File: config.mk
export PLATFORM = sky130hd
export DESIGN_NAME = tmr_pair
export DESIGN_NICKNAME = d
export VERILOG_FILES = /design/src/rtl/tmr_pkg.sv /design/src/rtl/tmr_tick_pick.sv /design/src/rtl/tmr_chan.sv /design/src/rtl/tmr_pair.sv
export SDC_FILE = /design/constraint.sdc
export NUM_CORES = 1
export LEC_CHECK = 0
export BUFFER_PORTS_ARGS = -buffer_cell sky130_fd_sc_hd__buf_2
export CORE_MARGIN = 2
export CORE_UTILIZATION = 45
export CTS_BUF_LIST = sky130_fd_sc_hd__clkbuf_16
export DETAILED_ROUTE_END_ITERATION = 16
export PLACE_DENSITY = 0.69
export SLEW_MARGIN = 20
export SYNTH_ARGS = -nofsm -noshare
export SYNTH_HDL_FRONTEND = slang
export SYNTH_SLANG_ARGS = --single-unit
File: constraint.sdc
create_clock -name clk -period 2.67 [get_ports clk]
set_clock_uncertainty 0.1 [all_clocks]
set_input_delay 0.534 -clock clk [delete_from_list [all_inputs] [get_ports clk]]
set_output_delay 0.534 -clock clk [all_outputs]
set_load 0.02 [all_outputs]
File: src/rtl/tmr_pkg.sv
package tmr_pkg;
  localparam int SEL_W = 3;
  localparam logic [SEL_W-1:0] SEL_STOP  = 3'b000;
  localparam logic [SEL_W-1:0] SEL_CHAIN = 3'b100;

  localparam logic [2:0] IDX_CTRL = 3'd0;
  localparam logic [2:0] IDX_STAT = 3'd1;
  localparam logic [2:0] IDX_CNT  = 3'd2;
  localparam logic [2:0] IDX_CMPA = 3'd3;
  localparam logic [2:0] IDX_CMPB = 3'd4;

  typedef enum logic [1:0] {
    ACT_KEEP = 2'b00,
    ACT_LOW  = 2'b01,
    ACT_HIGH = 2'b10,
    ACT_TOG  = 2'b11
  } act_e;

  typedef enum logic [1:0] {
    MODE_SPLIT = 2'd0,
    MODE_WIDE  = 2'd1,
    MODE_CMCNT = 2'd2
  } mode_e;

  function automatic logic pin_step(input logic cur, input act_e a);
    case (a)
      ACT_LOW:  pin_step = 1'b0;
      ACT_HIGH: pin_step = 1'b1;
      ACT_TOG:  pin_step = ~cur;
      default:  pin_step = cur;
    endcase
  endfunction
endpackage

File: src/rtl/tmr_tick_pick.sv
module tmr_tick_pick import tmr_pkg::*; #(
  parameter int NTICK = 6
) (
  input  logic [SEL_W-1:0] sel,
  input  logic [NTICK-1:0] ticks,
  output logic             tick
);
  always_comb begin
    tick = 1'b0;
    for (int i = 0; i < NTICK; i++) begin
      if (sel == ((i < 3) ? SEL_W'(i + 1) : SEL_W'(i + 2)))
        tick = ticks[i];
    end
  end
endmodule

File: src/rtl/tmr_chan.sv
module tmr_chan import tmr_pkg::*; #(
  parameter int W = 8
) (
  input  logic             clk,
  input  logic             rst,
  input  logic             wr_en,
  input  logic [2:0]       wr_idx,
  input  logic [W-1:0]     wr_data,
  input  logic [2:0]       rd_idx,
  input  logic             inc_i,
  input  logic             wide_i,
  input  logic             wide_ma_i,
  input  logic             wide_mb_i,
  output logic [W-1:0]     cnt_o,
  output logic [W-1:0]     cmpa_o,
  output logic [W-1:0]     cmpb_o,
  output logic [SEL_W-1:0] sel_o,
  output logic             pin_o,
  output logic [W-1:0]     rd_data_o
);
  logic [W-1:0]     cnt_q, cmpa_q, cmpb_q, cnt_nxt;
  logic [SEL_W-1:0] sel_q;
  act_e             acta_q, actb_q;
  logic             fa_q, fb_q, ovf_q, pin_q;
  logic             cnt_wr, stat_wr, adv, full, ma_evt, mb_evt, ovf_evt;

  assign cnt_wr  = wr_en && (wr_idx == IDX_CNT);
  assign stat_wr = wr_en && (wr_idx == IDX_STAT);
  assign adv     = inc_i && !cnt_wr;
  assign full    = &cnt_q;
  assign cnt_nxt = W'(cnt_q + 1'b1);
  assign ma_evt  = wide_i ? wide_ma_i : (adv && (cnt_nxt == cmpa_q));
  assign mb_evt  = wide_i ? wide_mb_i : (adv && (cnt_nxt == cmpb_q));
  assign ovf_evt = adv && full;

  always_ff @(posedge clk) begin
    if (rst) begin
      cnt_q  <= '0;
      cmpa_q <= '1;
      cmpb_q <= '1;
      sel_q  <= SEL_STOP;
      acta_q <= ACT_KEEP;
      actb_q <= ACT_KEEP;
      fa_q   <= 1'b0;
      fb_q   <= 1'b0;
      ovf_q  <= 1'b0;
      pin_q  <= 1'b0;
    end else begin
      if (cnt_wr)   cnt_q <= wr_data;
      else if (adv) cnt_q <= cnt_nxt;
      if (wr_en && wr_idx == IDX_CMPA) cmpa_q <= wr_data;
      if (wr_en && wr_idx == IDX_CMPB) cmpb_q <= wr_data;
      if (wr_en && wr_idx == IDX_CTRL) begin
        sel_q  <= wr_data[2:0];
        acta_q <= act_e'(wr_data[4:3]);
        actb_q <= act_e'(wr_data[6:5]);
      end
      fa_q  <= ma_evt  | (fa_q  & ~(stat_wr & ~wr_data[0]));
      fb_q  <= mb_evt  | (fb_q  & ~(stat_wr & ~wr_data[1]));
      ovf_q <= ovf_evt | (ovf_q & ~(stat_wr & ~wr_data[2]));
      pin_q <= pin_step(pin_step(pin_q, ma_evt ? acta_q : ACT_KEEP),
                        mb_evt ? actb_q : ACT_KEEP);
    end
  end

  always_comb begin
    rd_data_o = '0;
    case (rd_idx)
      IDX_CTRL: begin
        rd_data_o[2:0] = sel_q;
        rd_data_o[4:3] = acta_q;
        rd_data_o[6:5] = actb_q;
      end
      IDX_STAT: rd_data_o[2:0] = {ovf_q, fb_q, fa_q};
      IDX_CNT:  rd_data_o = cnt_q;
      IDX_CMPA: rd_data_o = cmpa_q;
      IDX_CMPB: rd_data_o = cmpb_q;
      default:  rd_data_o = '0;
    endcase
  end

  assign cnt_o  = cnt_q;
  assign cmpa_o = cmpa_q;
  assign cmpb_o = cmpb_q;
  assign sel_o  = sel_q;
  assign pin_o  = pin_q;


  wrap_flag_chk: assert property (@(posedge clk) disable iff (rst)
    (inc_i && !cnt_wr && full) |=> ovf_q);


  cnt_hold_chk: assert property (@(posedge clk) disable iff (rst)
    (!cnt_wr && !inc_i) |=> $stable(cnt_q));


  cnt_load_chk: assert property (@(posedge clk) disable iff (rst)
    cnt_wr |=> (cnt_q == $past(wr_data)));


  flag_keep_chk: assert property (@(posedge clk) disable iff (rst)
    (fa_q && !stat_wr) |=> fa_q);


  pin_low_chk: assert property (@(posedge clk) disable iff (rst)
    (mb_evt && actb_q == ACT_LOW) |=> !pin_q);
endmodule

File: src/rtl/tmr_pair.sv
module tmr_pair import tmr_pkg::*; #(
  parameter int W     = 8,
  parameter int NTICK = 6
) (
  input  logic             clk,
  input  logic             rst,
  input  logic             wr_en,
  input  logic [3:0]       wr_addr,
  input  logic [W-1:0]     wr_data,
  input  logic [3:0]       rd_addr,
  output logic [W-1:0]     rd_data,
  input  logic [NTICK-1:0] tick_i,
  output logic             tmo_hi,
  output logic             tmo_lo
);
  localparam int CW = 2 * W;

  logic [W-1:0]     hi_cnt, hi_cmpa, hi_cmpb, lo_cnt, lo_cmpa, lo_cmpb;
  logic [W-1:0]     hi_rd, lo_rd;
  logic [SEL_W-1:0] hi_sel, lo_sel;
  logic             hi_wr, lo_wr, hi_cnt_wr, lo_cnt_wr;
  logic             hi_tick, lo_tick, hi_inc, lo_inc, lo_adv, lo_full, cm_ev;
  logic             wide_ma, wide_mb, is_wide;
  logic [CW-1:0]    nxt16;
  mode_e            mode;

  assign hi_wr     = wr_en && !wr_addr[3];
  assign lo_wr     = wr_en &&  wr_addr[3];
  assign hi_cnt_wr = hi_wr && (wr_addr[2:0] == IDX_CNT);
  assign lo_cnt_wr = lo_wr && (wr_addr[2:0] == IDX_CNT);

  always_comb begin
    if (hi_sel == SEL_CHAIN)      mode = MODE_WIDE;
    else if (lo_sel == SEL_CHAIN) mode = MODE_CMCNT;
    else                          mode = MODE_SPLIT;
  end
  assign is_wide = (mode == MODE_WIDE);

  tmr_tick_pick #(.NTICK(NTICK)) u_pick_hi (.sel(hi_sel), .ticks(tick_i), .tick(hi_tick));
  tmr_tick_pick #(.NTICK(NTICK)) u_pick_lo (.sel(lo_sel), .ticks(tick_i), .tick(lo_tick));

  // Chained event from the high channel, built from its strobe and
  // compare-ahead so the low channel's increment has no path back.
  assign cm_ev   = hi_tick && !hi_cnt_wr && (W'(hi_cnt + 1'b1) == hi_cmpa);
  assign lo_inc  = (mode == MODE_CMCNT) ? cm_ev : lo_tick;
  assign lo_adv  = lo_inc && !lo_cnt_wr;
  assign lo_full = &lo_cnt;
  assign hi_inc  = is_wide ? (lo_adv && lo_full) : hi_tick;

  assign nxt16   = CW'({hi_cnt, lo_cnt} + 1'b1);
  assign wide_ma = lo_adv && (nxt16 == {hi_cmpa, lo_cmpa});
  assign wide_mb = lo_adv && (nxt16 == {hi_cmpb, lo_cmpb});

  tmr_chan #(.W(W)) u_hi (
    .clk(clk), .rst(rst), .wr_en(hi_wr), .wr_idx(wr_addr[2:0]), .wr_data(wr_data),
    .rd_idx(rd_addr[2:0]), .inc_i(hi_inc), .wide_i(is_wide),
    .wide_ma_i(wide_ma), .wide_mb_i(wide_mb),
    .cnt_o(hi_cnt), .cmpa_o(hi_cmpa), .cmpb_o(hi_cmpb), .sel_o(hi_sel),
    .pin_o(tmo_hi), .rd_data_o(hi_rd)
  );

  tmr_chan #(.W(W)) u_lo (
    .clk(clk), .rst(rst), .wr_en(lo_wr), .wr_idx(wr_addr[2:0]), .wr_data(wr_data),
    .rd_idx(rd_addr[2:0]), .inc_i(lo_inc), .wide_i(1'b0),
    .wide_ma_i(1'b0), .wide_mb_i(1'b0),
    .cnt_o(lo_cnt), .cmpa_o(lo_cmpa), .cmpb_o(lo_cmpb), .sel_o(lo_sel),
    .pin_o(tmo_lo), .rd_data_o(lo_rd)
  );

  always_ff @(posedge clk) begin
    if (rst) rd_data <= '0;
    else     rd_data <= rd_addr[3] ? lo_rd : hi_rd;
  end


  hi_wait_chk: assert property (@(posedge clk) disable iff (rst)
    (is_wide && !(lo_adv && lo_full) && !hi_cnt_wr) |=> $stable(hi_cnt));


  cm_hold_chk: assert property (@(posedge clk) disable iff (rst)
    (mode == MODE_CMCNT && !cm_ev && !lo_cnt_wr) |=> $stable(lo_cnt));


  cm_step_chk: assert property (@(posedge clk) disable iff (rst)
    (mode == MODE_CMCNT && cm_ev && !lo_cnt_wr) |=> (lo_cnt == W'($past(lo_cnt) + 1'b1)));


  rd_idle_chk: assert property (@(posedge clk) disable iff (rst)
    (rd_addr[2:0] > IDX_CMPB) |=> (rd_data == '0));
endmodule

# After elaboration in Yosys (flattened, before gate mapping)
# Index checks and enable logic that the tools add are counted.
# W data, S select, Z words.
# totals
wordCells	169
reg_bits	78
in_bits	25
# op_classes
n_eq_ne	42
muxes	39
reduce_logical	33
bitwise	31
addsub	3
# op_table
operator	count
$mux W8	5
$eq A16 B16 Y1	2
$eq A8 B8 Y1	4
$pmux W4 S4	2
$eq A3 B3 Y1 const B	10
$pmux W3 S5	2
$eq A3 B2 Y1 const B	8
$logic_and A1 B1 Y1	24
$eq A2 B2 Y1 const B	9
$mux W1	18
$pmux W1 S3	6
$add A16 B1 Y16 const B	1
$add A8 B1 Y8 const B	2
$reduce_and A8 Y1	2
$not A1 Y1	13
$and A1 B1 Y1	12
$eq A3 B1 Y1 const B	4
$mux W2	6
$eq A2 B1 Y1 const B	5
$logic_not A3 Y1	2
$or A1 B1 Y1	6
$reduce_bool A2 Y1	2
$logic_not A1 Y1	3

# Longest topological paths before layout
# Gate-level depths: netlist of run 1.
# depth
word_depth	22
mapped_depth	11
mapped_depth_nobuf	9

# Cells and area by module
# A second synthesis of run 1 with hierarchy kept.
# unflattened
cells_unflattened	742
area_unflattened_um2	5831.8
# by_module_without_submodules
module	cells_per_inst	n_inst	area_each_um2	seq_area_each_um2
tmr_chan	271	2	2122.0	700.7
tmr_pair	192	1	1490.2	160.2
tmr_tick_pick	4	2	48.8	0.0

# Worst setup path after synthesis of run 1
# No wires, ideal clock.
# synth_path
path_type	register to register
from	register u_lo.cnt_q[1] (netlist: u_lo.cnt_o[1])
to	register u_lo.pin_q (netlist: u_lo.pin_o)
arrival_time_ps	2247
stages_incl_launch_ff	10
synth_period_minus_slack_ps	2469
n_path_buf	0
slack_ps	201
path_cell_list	dfxtp_1 -> ha_1 -> and3_4 -> xnor2_1 -> o22ai_1 -> or4_4 -> a211o_1 -> o21ai_1 -> o21ai_1 -> mux2i_1
# synth_via
elab_chain_cells	9
# synth_rtl
element	line	rtl
start, declared	tmr_chan.sv:21	logic [W-1:0] cnt_q, cmpa_q, cmpb_q, cnt_nxt;
start signal, assigned	tmr_chan.sv:49	if (cnt_wr) cnt_q <= wr_data;
start signal, assigned	tmr_chan.sv:50	else if (adv) cnt_q <= cnt_nxt;
$add A8 B1 Y8 (*)	tmr_chan.sv:31	assign cnt_nxt = W'(cnt_q + 1'b1);
$eq A8 B8 Y1	tmr_chan.sv:32	assign ma_evt = wide_i ? wide_ma_i : (adv && (cnt_nxt == cmpa_q));
$logic_and A1 B1 Y1	tmr_chan.sv:32	
$mux W2	tmr_chan.sv:61	pin_q <= pin_step(pin_step(pin_q, ma_evt ? acta_q : ACT_KEEP),
$eq A2 B2 Y1 or $eq A2 B1 Y1 (tied branches)	tmr_pkg.sv:26	case (a)
$pmux W1 S3	tmr_pkg.sv:26	
$mux W1	tmr_chan.sv:37	if (rst) begin
$not A1 Y1	tmr_pkg.sv:29	ACT_TOG: pin_step = ~cur;
$pmux W1 S3 (*)	tmr_pkg.sv:26	
end signal, assigned	tmr_chan.sv:61	
end, declared	tmr_chan.sv:24	logic fa_q, fb_q, ovf_q, pin_q;
# Mark *: on every way between the ends. The rest lies on a longest branch, timed or not. The select of a mux whose other input is x is not followed.
# A chain may end at the register's enable or synchronous reset.

# Final worst setup path of run 1
# layout_path
from	register u_lo.cnt_q[0] (netlist: u_lo.cnt_o[0])
to	register u_hi.pin_q (netlist: u_hi.pin_o)
# layout_via
elab_chain_cells	12
# layout_rtl
element	line
branches (longest 11 deep; another with $add A16 B1 Y16)	--
$pmux W1 S3 (*)	tmr_pkg.sv:26
end signal, assigned	tmr_chan.sv:61
end, declared	tmr_chan.sv:24
# Mark *: on every way between the ends. The select of a mux whose other input is x is not followed.

==> run metrics, run 1 <==
Worst path max stage delay ~350 ps; WS Path Type reg -> reg; Max Cap Viol 0; Clock Power Share between 40% and 50%; Netlist Area Pre-Place around 5200 µm²; total track usage ~26%; yosys warns 0; sequential share of the synthesized area roughly 30%; Detailed Route Iter0 Violations ~530; synthesized net count around 660; Routed Antenna Nets 0; post-layout util 55.1%; P_int approximately 2.3 mW; Layout area overhead 20.7%; slowest cell on the critical path dfxtp_1; antenna violations before repair 0; LEAKAGE between 2 and 2.5 nW; WL met2 between 7000 and 8000 µm; pin count of the biggest net entering global routing 21; Max Slew Vio Count 0; worst vdd ir 0.353 mV; CP endpoint kind flip-flop; layout cells sized above 1 between 20 and 25%; H-tree depth 3; Worst slew margin about half; CP max FO 4; post-DR vias/cell 6.04; Power Density ~500 nW/µm²; worst path cell trace ha_2, and3_4, buf_4, nand3_1, xor2_1, a211oi_1, o2111ai_1, nand4b_1, a22oi_1, o2bb2ai_1; family with the most delay on the worst path compound AO/OA/AOI/OAI gates; largest cells by area after synthesis dfxtp_1, mux2i_1, xnor2_1; num rows 39; switching share of power approximately 28%; Critical Path Start Type flip-flop; Synth Area per Inst ~8.1 µm²; Clk pin slew, worst setup/hold paths 60 ps; CTS tree built; Synth area leader dfxtp_1; n_diodes 0; total gr overflow 0; height of the chip approximately 110 µm; Achievable Freq 0.388 GHz; Routed WL per cell 19.4 µm; DP Wirelength ~12000 µm; Synth top area share around 30%; CTS Buf Count 9; period utilization between 90% and 100%; port bufs 34; vias in the first global route approximately 4700; Min Clock Period, post-route between 2000 and 3000 ps; worst-margin pin slew approximately 770 ps; Unique masters post-synth 64; Starting Density 45.6%; switching pwr just under 0.9 mW; TritonRoute pass-1 iters 5; DR WL met3 ~1100 µm; die width 111 µm; Flop pwr share 40.1%; hold crit path type in -> reg; number of buffers and inverters on the critical path 1; synthesized instance count about 630; combinational fraction of design power 17.0%; DR DRC count 0; number of flops mapped to enable cells by yosys 0; CTS root buf clkbuf_16; final net count between 700 and 800; CTS Buffer Depth 2; Synth Flop Type dfxtp_1; clock sink count approximately 80; post-synthesis register bit count slightly below 80; run status completed; setup violators final 0; Skew-Pair Late Insertion Delay between 300 and 400 ps; Tot Pwr ~3.1 mW; max layer used met4; I/O pin count 35; die area around 12000 µm²; total number of vias 5064; worst endpoint data arrival time approximately 2800 ps; global-route wire length before repair around 25000 µm; FFs w/ async S/R, synth 0%; hold_ws about 340 ps; wire length on met1 ~7000 µm; RD Place Congestion around 0.94; Total Wirelength between 15000 and 20000 µm; Req. time, crit path about 2900 ps; Final Hold Viols 0; core area between 10000 and 15000 µm²
## flip-flops by register name (all words and copies together), names as in the netlist, 3 cells and up
signal,count
u_hi.sel_o,3
rd_data,8
u_hi.cmpa_o,8
u_lo.cmpa_o,8
u_hi.cnt_o,8
u_lo.cnt_o,8
u_hi.cmpb_o,8
u_lo.sel_o,3
u_lo.cmpb_o,8
## metal layers
layer  global-route usage [%]  up-vias
met2                     42.0      211
met4                     11.5        0
met3                     3.44       32
met5                        0        -
met1                     34.5     2404
li1                         -     2417
## cell usage after synthesis, drive strengths merged, types with 2 or more instances
master,n
dfxtp,78
o211ai,17
or3b,2
o21ai,20
nor3,11
nor4,9
nor3b,4
a31oi,8
nor4b,4
or4,4
a311oi,7
nand2,68
a21boi,2
nand3,38
a22oi,8
nand2b,5
o21a,3
mux2,7
xor2,18
mux2i,45
nor2,55
or2,2
o22a,2
nor2b,6
xnor2,40
and3,11
a311o,3
o311ai,4
xor3,2
a21o,2
buf,21
and4,3
o221ai,7
a21oi,23
ha,2
and2,3
clkbuf,33
nand4,14
o22ai,7
nand4b,2
inv,12
a211oi,13
o2111ai,2
## stage by stage
stage	setup slack, ps	TNS [ps]	area [µm²]	std cells
after global placement	-11.9	-11.9	5760	820
after CTS	1.96	0	6100	836
after floorplan	201	0	5160	634
final	94.9	0	6230	839
after detailed placement	-46.5	-46.5	5760	820
after global routing	-14.9	-14.9	6230	839
## repair_timing
action                     CTS  global route
hold buffers                 0             0
gates resized for setup      4            24
setup endpoints to repair    2            12
cloned                       0             0
pin swaps                    0             6
buffers inserted             0             3
## worst register-to-register path, cell delays in order, from the launching register on
cell and delay (ps):
dfxtp_1 350, ha_2 240, and3_4 240, buf_4 150
nand3_1 160, xor2_1 190, a211oi_1 240, o2111ai_1 220
nand4b_1 270, a22oi_1 210, o2bb2ai_1 130
## kinds of logic after synthesis
kind of cell,Yosys count,synth area share (%)
AND/OR/NAND/NOR,242,23.7
AO/OA/AOI/OAI,133,18.4
flip-flops,78,30.2
buffers and inverters,66,5.67
XOR/XNOR,61,11.2
multiplexers,52,10.3
adder cells (fa/ha/maj),2,0.485
## layout by cell type, fill, tap and decap left out, types with 9 or more instances in the layout
cell type | Yosys | routed
nand2_1 | 68 | 68
mux2i_1 | 45 | 45
buf_2 | 11 | 34
nand4_1 | 14 | 14
xor2_1 | 18 | 16
clkbuf_16 | 0 | 9
a21oi_1 | 22 | 22
o211ai_1 | 17 | 17
nand3_1 | 37 | 37
dfxtp_1 | 78 | 72
a211oi_1 | 13 | 13
inv_1 | 12 | 12
and3_1 | 10 | 9
buf_4 | 4 | 63
nor2_1 | 55 | 53
xnor2_1 | 40 | 38
o21ai_0 | 17 | 17
## worst paths after layout
check	start	slack [ps]	endpoint	cells after the start
worst max register to register	u_lo.cnt_o[0]	90	u_hi.pin_o	10
worst min register to register	u_lo.fb_q	380	u_lo.fb_q	2
worst max-delay path	u_lo.cnt_o[0]	90	u_hi.pin_o	10
worst min-delay path	wr_data[7]	340	u_lo.cmpa_o[7]	3
## final cells by class
type / instances / area [µm²]
sequential: 78 / 1570
clock inverter: 7 / 97.6
fill: 1050 / 5090
tap: 143 / 179
timing repair buffer: 100 / 694
multi-input combinational: 490 / 3420
clock buffer: 9 / 225
inverter: 12 / 45.0
## power groups by stage
stage	Clock, mW	Sequential [mW]	Combinational, mW
after floorplan	0	1.25	0.348
after global placement	0	1.27	0.504
after detailed placement	0	1.27	0.509
after CTS	1.36	1.25	0.515
after global routing	1.41	1.26	0.570
final	1.34	1.25	0.531
No activity file was read; power rests on OpenSTA's default activity.
==> run 2, diff against run 1 <==
--- a/config.mk
+++ b/config.mk
@@ -11,4 +11,5 @@
 export CTS_BUF_LIST = sky130_fd_sc_hd__clkbuf_16
 export DETAILED_ROUTE_END_ITERATION = 16
+export HOLD_SLACK_MARGIN = 0.02
 export PLACE_DENSITY = 0.69
 export SLEW_MARGIN = 20
==> constraint.sdc (replaced) <==
create_clock -name clk -period 2.67 [get_ports clk]
set_clock_uncertainty 0.1 [all_clocks]
set_input_delay 0.267 -clock clk [delete_from_list [all_inputs] [get_ports clk]]
set_output_delay 0.267 -clock clk [all_outputs]
set_load 0.02 [all_outputs]
==> run 2 against run 1 <==
Largest power group unchanged. Core utilization is 1.0 points lower. Combinational power down 2%. Worst hold slack worse by 280 ps. Via count increased by 0.63%. Count of clock-buffer cells in the layout unchanged. First-iteration DRC count down 15%. Flip-flop and latch count unchanged. Critical path type unchanged. Setup slack got worse by 3.1 ps. Sequential share of layout area up 0.37 points.
==> run metrics, run 2 (synthesized netlist as in run 1, its figures left out) <==
n_diodes 0 (unchanged); DP Wirelength 12300 µm (-0.53%); die area 12300 µm² (unchanged); CTS Buffer Depth 2 (unchanged); core area 11300 µm² (unchanged); final net count 709 (-1.3%); die width 111 µm (unchanged); num rows 39 (unchanged); r2r startpoint u_hi.cnt_o[0]; post-layout util 54.0% (-1.0 points); setup violators final 0 (unchanged); Clock Power Share 42.8% (about the same); worst endpoint data arrival time 2760 ps (about the same); vias in the first global route 4773 (+0.82%); Final Hold Viols 0 (unchanged); reg2reg end u_lo.pin_o; Achievable Freq 0.388 GHz (-0.12%); CP startpoint u_hi.cnt_o[0]; Clk pin slew, worst setup/hold paths 60 ps (about the same); period utilization 96.6% (+0.12 points); RD Place Congestion 1.04 (+9.9%); RSZ-0062 raised after global routing yes; Max Cap Viol 0 (unchanged); CP max FO 8 (+4); commonest non-fill, non-tap cells in the layout dfxtp_1, nand2_1, buf_4, nor2_1, mux2i_1; hold crit path type in -> reg; LEAKAGE 2.38 nW (-2.8%); Starting Density 45.6% (unchanged); P_int 2.24 mW (-0.92%); post-layout instance area 6120 µm² (-1.8%); hold depth 3 (unchanged); Min Clock Period, post-route 2580 ps (+3.14 ps); Worst slew margin 38.7% (-10 points); pin count of the biggest net entering global routing 45 (+110%); total gr overflow 0 (unchanged); height of the chip 111 µm (unchanged); DR DRC count 0 (unchanged); worst vdd ir 0.396 mV (+12%); Multi-input gate area 3400 µm² (-0.44%); CP endpoint kind flip-flop; TritonRoute pass-1 iters 5 (unchanged); port bufs 34 (unchanged); Routed Antenna Nets 0 (unchanged); r2r setup slk 90 ps (about the same); WS Path Type reg -> reg; antenna violations before repair 0 (unchanged); Flop pwr share 40.3% (+0.2 points); Detailed Route Iter0 Violations 449 (-15%); met2 usage 42.9% (+0.86 points); DP Area 5690 µm² (-1.3%); M3 GR Usage 3.44% (unchanged); Skew-Pair Late Insertion Delay 350 ps (about the same); H-tree depth 3 (unchanged); commonest non-fill, non-tap cell in the layout dfxtp_1; Power Density 505 nW/µm² (+0.64%); total track usage 26.8% (+0.90 points); Layout area overhead 18.5%; # fillers 1049 (-0.095%); global-route wire length before repair 26000 µm (+4.1%); GRT met1 Usage 36.2% (+1.7 points); Sequential Area 1570 µm² (-0.40%); Critical Path Start Type flip-flop; Max Slew Vio Count 0 (unchanged); post-DR vias/cell 6.14 (+1.7%); Total Wirelength 16500 µm (+1.6%); cell count of the worst reg-to-reg path 8 (-2); CTS tree built; GR peak layer met2; Routed WL per cell 19.9 µm (+2.7%); switching pwr 0.848 mW (-1.9%); switching share of power 27.5% (-0.21 points); combinational fraction of design power 16.9% (about the same); I/O pin count 35 (unchanged); Req. time, crit path 2850 ps (about the same); CTS Buf Count 9 (unchanged); Worst setup endpoint u_lo.pin_o; CTS root buf clkbuf_16; run status completed; worst-margin pin slew 917 ps (+150 ps); total number of vias 5096 (+0.63%); clock sink count 78 (unchanged); layout cells sized above 1 21.4% (-1.4 points)
-- run 2: cell count changes in the layout (fill, tap and decap cells not counted), moves of 2 or more --
cell	previous run	this run
buf_4	63	56
dfxtp_1	72	75
dfxtp_2	5	3
nand3_1	37	35
nand3_2	0	2
-- run 2: cell type report --
cell class | count | share of cell area, %
Multi-Input combinational cell | 490 | 55.6
Clock buffer | 9 | 3.68
Timing Repair Buffer | 91 | 9.98
Clock inverter | 7 | 1.45
Sequential cell | 78 | 25.6
Tap cell | 143 | 2.92
Inverter | 12 | 0.736
-- run 2: what timing repair did --
item                       4_1_cts  5_1_grt
resized for setup                0       22
hold buffers                     0        0
setup endpoints to repair        0       15
setup buffers                    0        2
-- run 2: worst min-delay path by stage --
stage,startpoint,to
floorplan,wr_data[3],u_lo.cmpa_o[3]
detailed placement,u_hi.actb_q[1],u_hi.actb_q[1]
CTS,wr_data[7],u_lo.cmpa_o[7]
global placement,u_hi.actb_q[1],u_hi.actb_q[1]
global route,wr_data[7],u_lo.cmpa_o[7]
finish,wr_data[7],u_lo.cmpa_o[7]
-- run 2: power groups by stage --
stage / logic, mW / registers [mW] / clock network [mW]
5_1_grt: 0.564 / 1.25 / 1.38
2_1_floorplan: 0.348 / 1.25 / 0
6_report: 0.521 / 1.24 / 1.32
3_5_place_dp: 0.502 / 1.27 / 0
4_1_cts: 0.505 / 1.24 / 1.34
3_3_place_gp: 0.498 / 1.27 / 0
-- run 2: metrics by stage --
stage | setup TNS (ps) | setup WS, ps | total power [mW] | instances | hold slack, ps
2_1_floorplan | 0 | 201 | 1.60 | 634 | 291
3_3_place_gp | 0 | 91.7 | 1.76 | 812 | 363
3_5_place_dp | 0 | 26.2 | 1.77 | 812 | 368
4_1_cts | 0 | 15.7 | 3.09 | 828 | 52.4
5_1_grt | -78.8 | -25.5 | 3.19 | 830 | 90.9
6_report | 0 | 91.7 | 3.09 | 830 | 57.4
-- run 2: layer usage --
layer | wire [µm] | share of wire [%]
met4 | 498 | 3.0
met5 | 0 | 0
met3 | 1100 | 6.7
met1 | 7200 | 44
met2 | 7710 | 47
-- run 2: critical path, stage by stage, from the launching register on --
cell     delay, ps
dfxtp_1        340
buf_4          180
and3_2         270
xnor2_2        150
nand4_1        200
or4_4          540
a211o_1        340
o21ai_1        200
mux2i_1        190
==> run 3, diff against run 2 <==
- PLACE_DENSITY: 0.69 -> default
- PLACE_DENSITY_LB_ADDON: default -> 0.1
==> run 3 against run 2 <==
Setup slack improved by 17 ps. Routed wire length rose by 6.3%. Flip-flop and latch count did not move. Critical path type unchanged. Worst hold slack improved by 11 ps. Register-to-register slack improved by 20 ps. Combinational power barely moved. Clock power fell by 13%. Largest power group is now sequential cells. Maximum frequency rose by 0.66%. Sequential share of layout area fell by 0.21 points. Cell count rose by 1.6%. Critical path depth rose by 1. Count of clock-buffer cells in the layout did not move.
==> run metrics, run 3 (synthesized netlist as in run 1, its figures left out) <==
P_int 2.05 mW (-8.5%); post-DR vias/cell 5.94 (-3.2%); worst-margin pin slew 816 ps (-101 ps); vias in the first global route 4933 (+3.4%); antenna violations before repair 0 (unchanged); Total Wirelength 17500 µm (+6.3%); total gr overflow 0 (unchanged); hold depth 3 (unchanged); hold_buf cts 0 (unchanged); switching pwr 0.868 mW (+2.4%); Multi-input gate area 3410 µm² (+0.15%); Final Hold Viols 0 (unchanged); r2r setup slk 110 ps (+20 ps); Detailed Route Iter0 Violations 386 (-14%); Routed Antenna Nets 0 (unchanged); Layout area overhead 20.0%; Max Cap Viol 0 (unchanged); Achievable Freq 0.390 GHz (+0.66%); n_diodes 0 (unchanged); CTS root buf clkbuf_16; Hold Path End u_lo.cmpa_o[7]; RD Place Congestion 0.941 (-9.2%); core area 11300 µm² (unchanged); die width 111 µm (unchanged); Min Clock Period, post-route 2560 ps (-16.8 ps); post-layout util 54.7% (+0.67 points); total track usage 28.9% (+2.1 points); Routed WL per cell 20.8 µm (+4.6%); layout cells sized above 1 22.9% (+1.5 points); Power Density 471 nW/µm² (-6.6%); Starting Density 45.6% (unchanged); reg2reg end u_hi.cnt_o[5]; Critical Path Start Type flip-flop; I/O pin count 35 (unchanged); launch point of the worst hold path wr_data[7]; DP Wirelength 13100 µm (+6.5%); worst vdd ir 0.301 mV (-24%); DR DRC count 0 (unchanged); r2r startpoint u_hi.sel_o[2]; hold_ws 68.1 ps (+10.7 ps); Max Slew Vio Count 0 (unchanged); CTS Buf Count 9 (unchanged); WS Path Type reg -> reg; LEAKAGE 2.47 nW (+3.8%); port bufs 34 (unchanged); global-route wire length before repair 27600 µm (+5.9%); H-tree depth 3 (unchanged); combinational fraction of design power 17.9% (+1.0 points); final net count 722 (+1.8%); clock sink count 78 (unchanged); worst endpoint data arrival time 2750 ps (about the same); CTS tree built; Clk pin slew, worst setup/hold paths 60 ps (about the same); Skew-Pair Late Insertion Delay 350 ps (about the same); period utilization 95.9% (-0.63 points); total number of vias 5010 (-1.7%); cell count of the worst reg-to-reg path 9 (+1); run status completed; TritonRoute pass-1 iters 5 (unchanged); switching share of power 29.8% (+2.3 points); pin count of the biggest net entering global routing 45 (unchanged); CP max FO 12 (+4); commonest non-fill, non-tap cells in the layout dfxtp_1, nand2_1, buf_4, nor2_1, mux2i_1; height of the chip 111 µm (unchanged); CTS Buffer Depth 2 (unchanged); Flop pwr share 42.8% (+2.5 points); Tot Pwr 2.92 mW (-5.5%); Sequential Area 1570 µm² (+0.40%); Worst slew margin 45.5% (+6.8 points); CP endpoint kind flip-flop; Clock Power Share 39.3% (-3.5 points); num rows 39 (unchanged); commonest non-fill, non-tap cell in the layout dfxtp_1; setup violators final 0 (unchanged); Req. time, crit path 2860 ps (about the same); # fillers 1101 (+5.0%); hold crit path type in -> reg; die area 12300 µm² (unchanged)
-- run 3: how the worst max path moves through the flow --
stage,startpoint,endpoint,slack (ps),depth (start not counted)
finish,u_hi.sel_o[2],u_hi.cnt_o[5],110,9
global route,u_hi.cnt_o[1],u_hi.pin_o,-5,12
CTS,u_hi.cnt_o[2],u_hi.cnt_o[5],30,9
detailed placement,u_hi.cnt_o[0],u_hi.pin_o,20,11
global placement,u_hi.cnt_o[0],u_hi.pin_o,20,11
floorplan,u_lo.cnt_o[1],u_lo.pin_o,200,9
-- run 3: power by group through the flow --
stage / clock (mW) / sequential (mW) / combinational (mW)
6_report: 1.15 / 1.25 / 0.522
3_3_place_gp: 0 / 1.27 / 0.503
4_1_cts: 1.17 / 1.24 / 0.506
2_1_floorplan: 0 / 1.25 / 0.348
5_1_grt: 1.21 / 1.25 / 0.565
3_5_place_dp: 0 / 1.27 / 0.504
-- run 3: layout make-up --
cell class	instances	share of cell area (%)
multi-input cells	490	55.0
flip-flops and latches	78	25.4
repair buffers	104	11.7
clock buffers	9	3.64
well taps	143	2.89
inverters	12	0.727
clock inverters	7	0.667
-- run 3: per-stage QoR --
stage / instance area, µm² / instances / TNS [ps] / worst slack, ps
2_1_floorplan: 5160 / 634 / 0 / 201
3_3_place_gp: 5720 / 816 / 0 / 15.8
3_5_place_dp: 5720 / 816 / 0 / 24.7
4_1_cts: 5990 / 832 / 0 / 34.0
5_1_grt: 6190 / 843 / -5.05 / -5.05
6_report: 6190 / 843 / 0 / 109
-- run 3: repair_timing --
item | in CTS | in global routing
buffers inserted | 0 | 11
pin swaps | 0 | 9
endpoints found under the setup margin | 1 | 11
resized for setup | 1 | 28
gates cloned | 0 | 0
-- run 3: per-layer routing --
layer,vias up,routed length (µm),global-route usage (%)
met5,-,0,0
met3,42,668,3.88
met1,2397,8060,38.9
met2,149,8180,46.0
met4,0,634,13.7
li1,2422,-,-
-- run 3: critical path: stages, from the launching register on --
cell	delay, ps
dfxtp_1	440
mux2_4	200
a21oi_2	50
a311o_1	360
nor4_4	350
a21o_4	180
a41oi_4	110
buf_12	180
or4_1	460
nand3_1	70
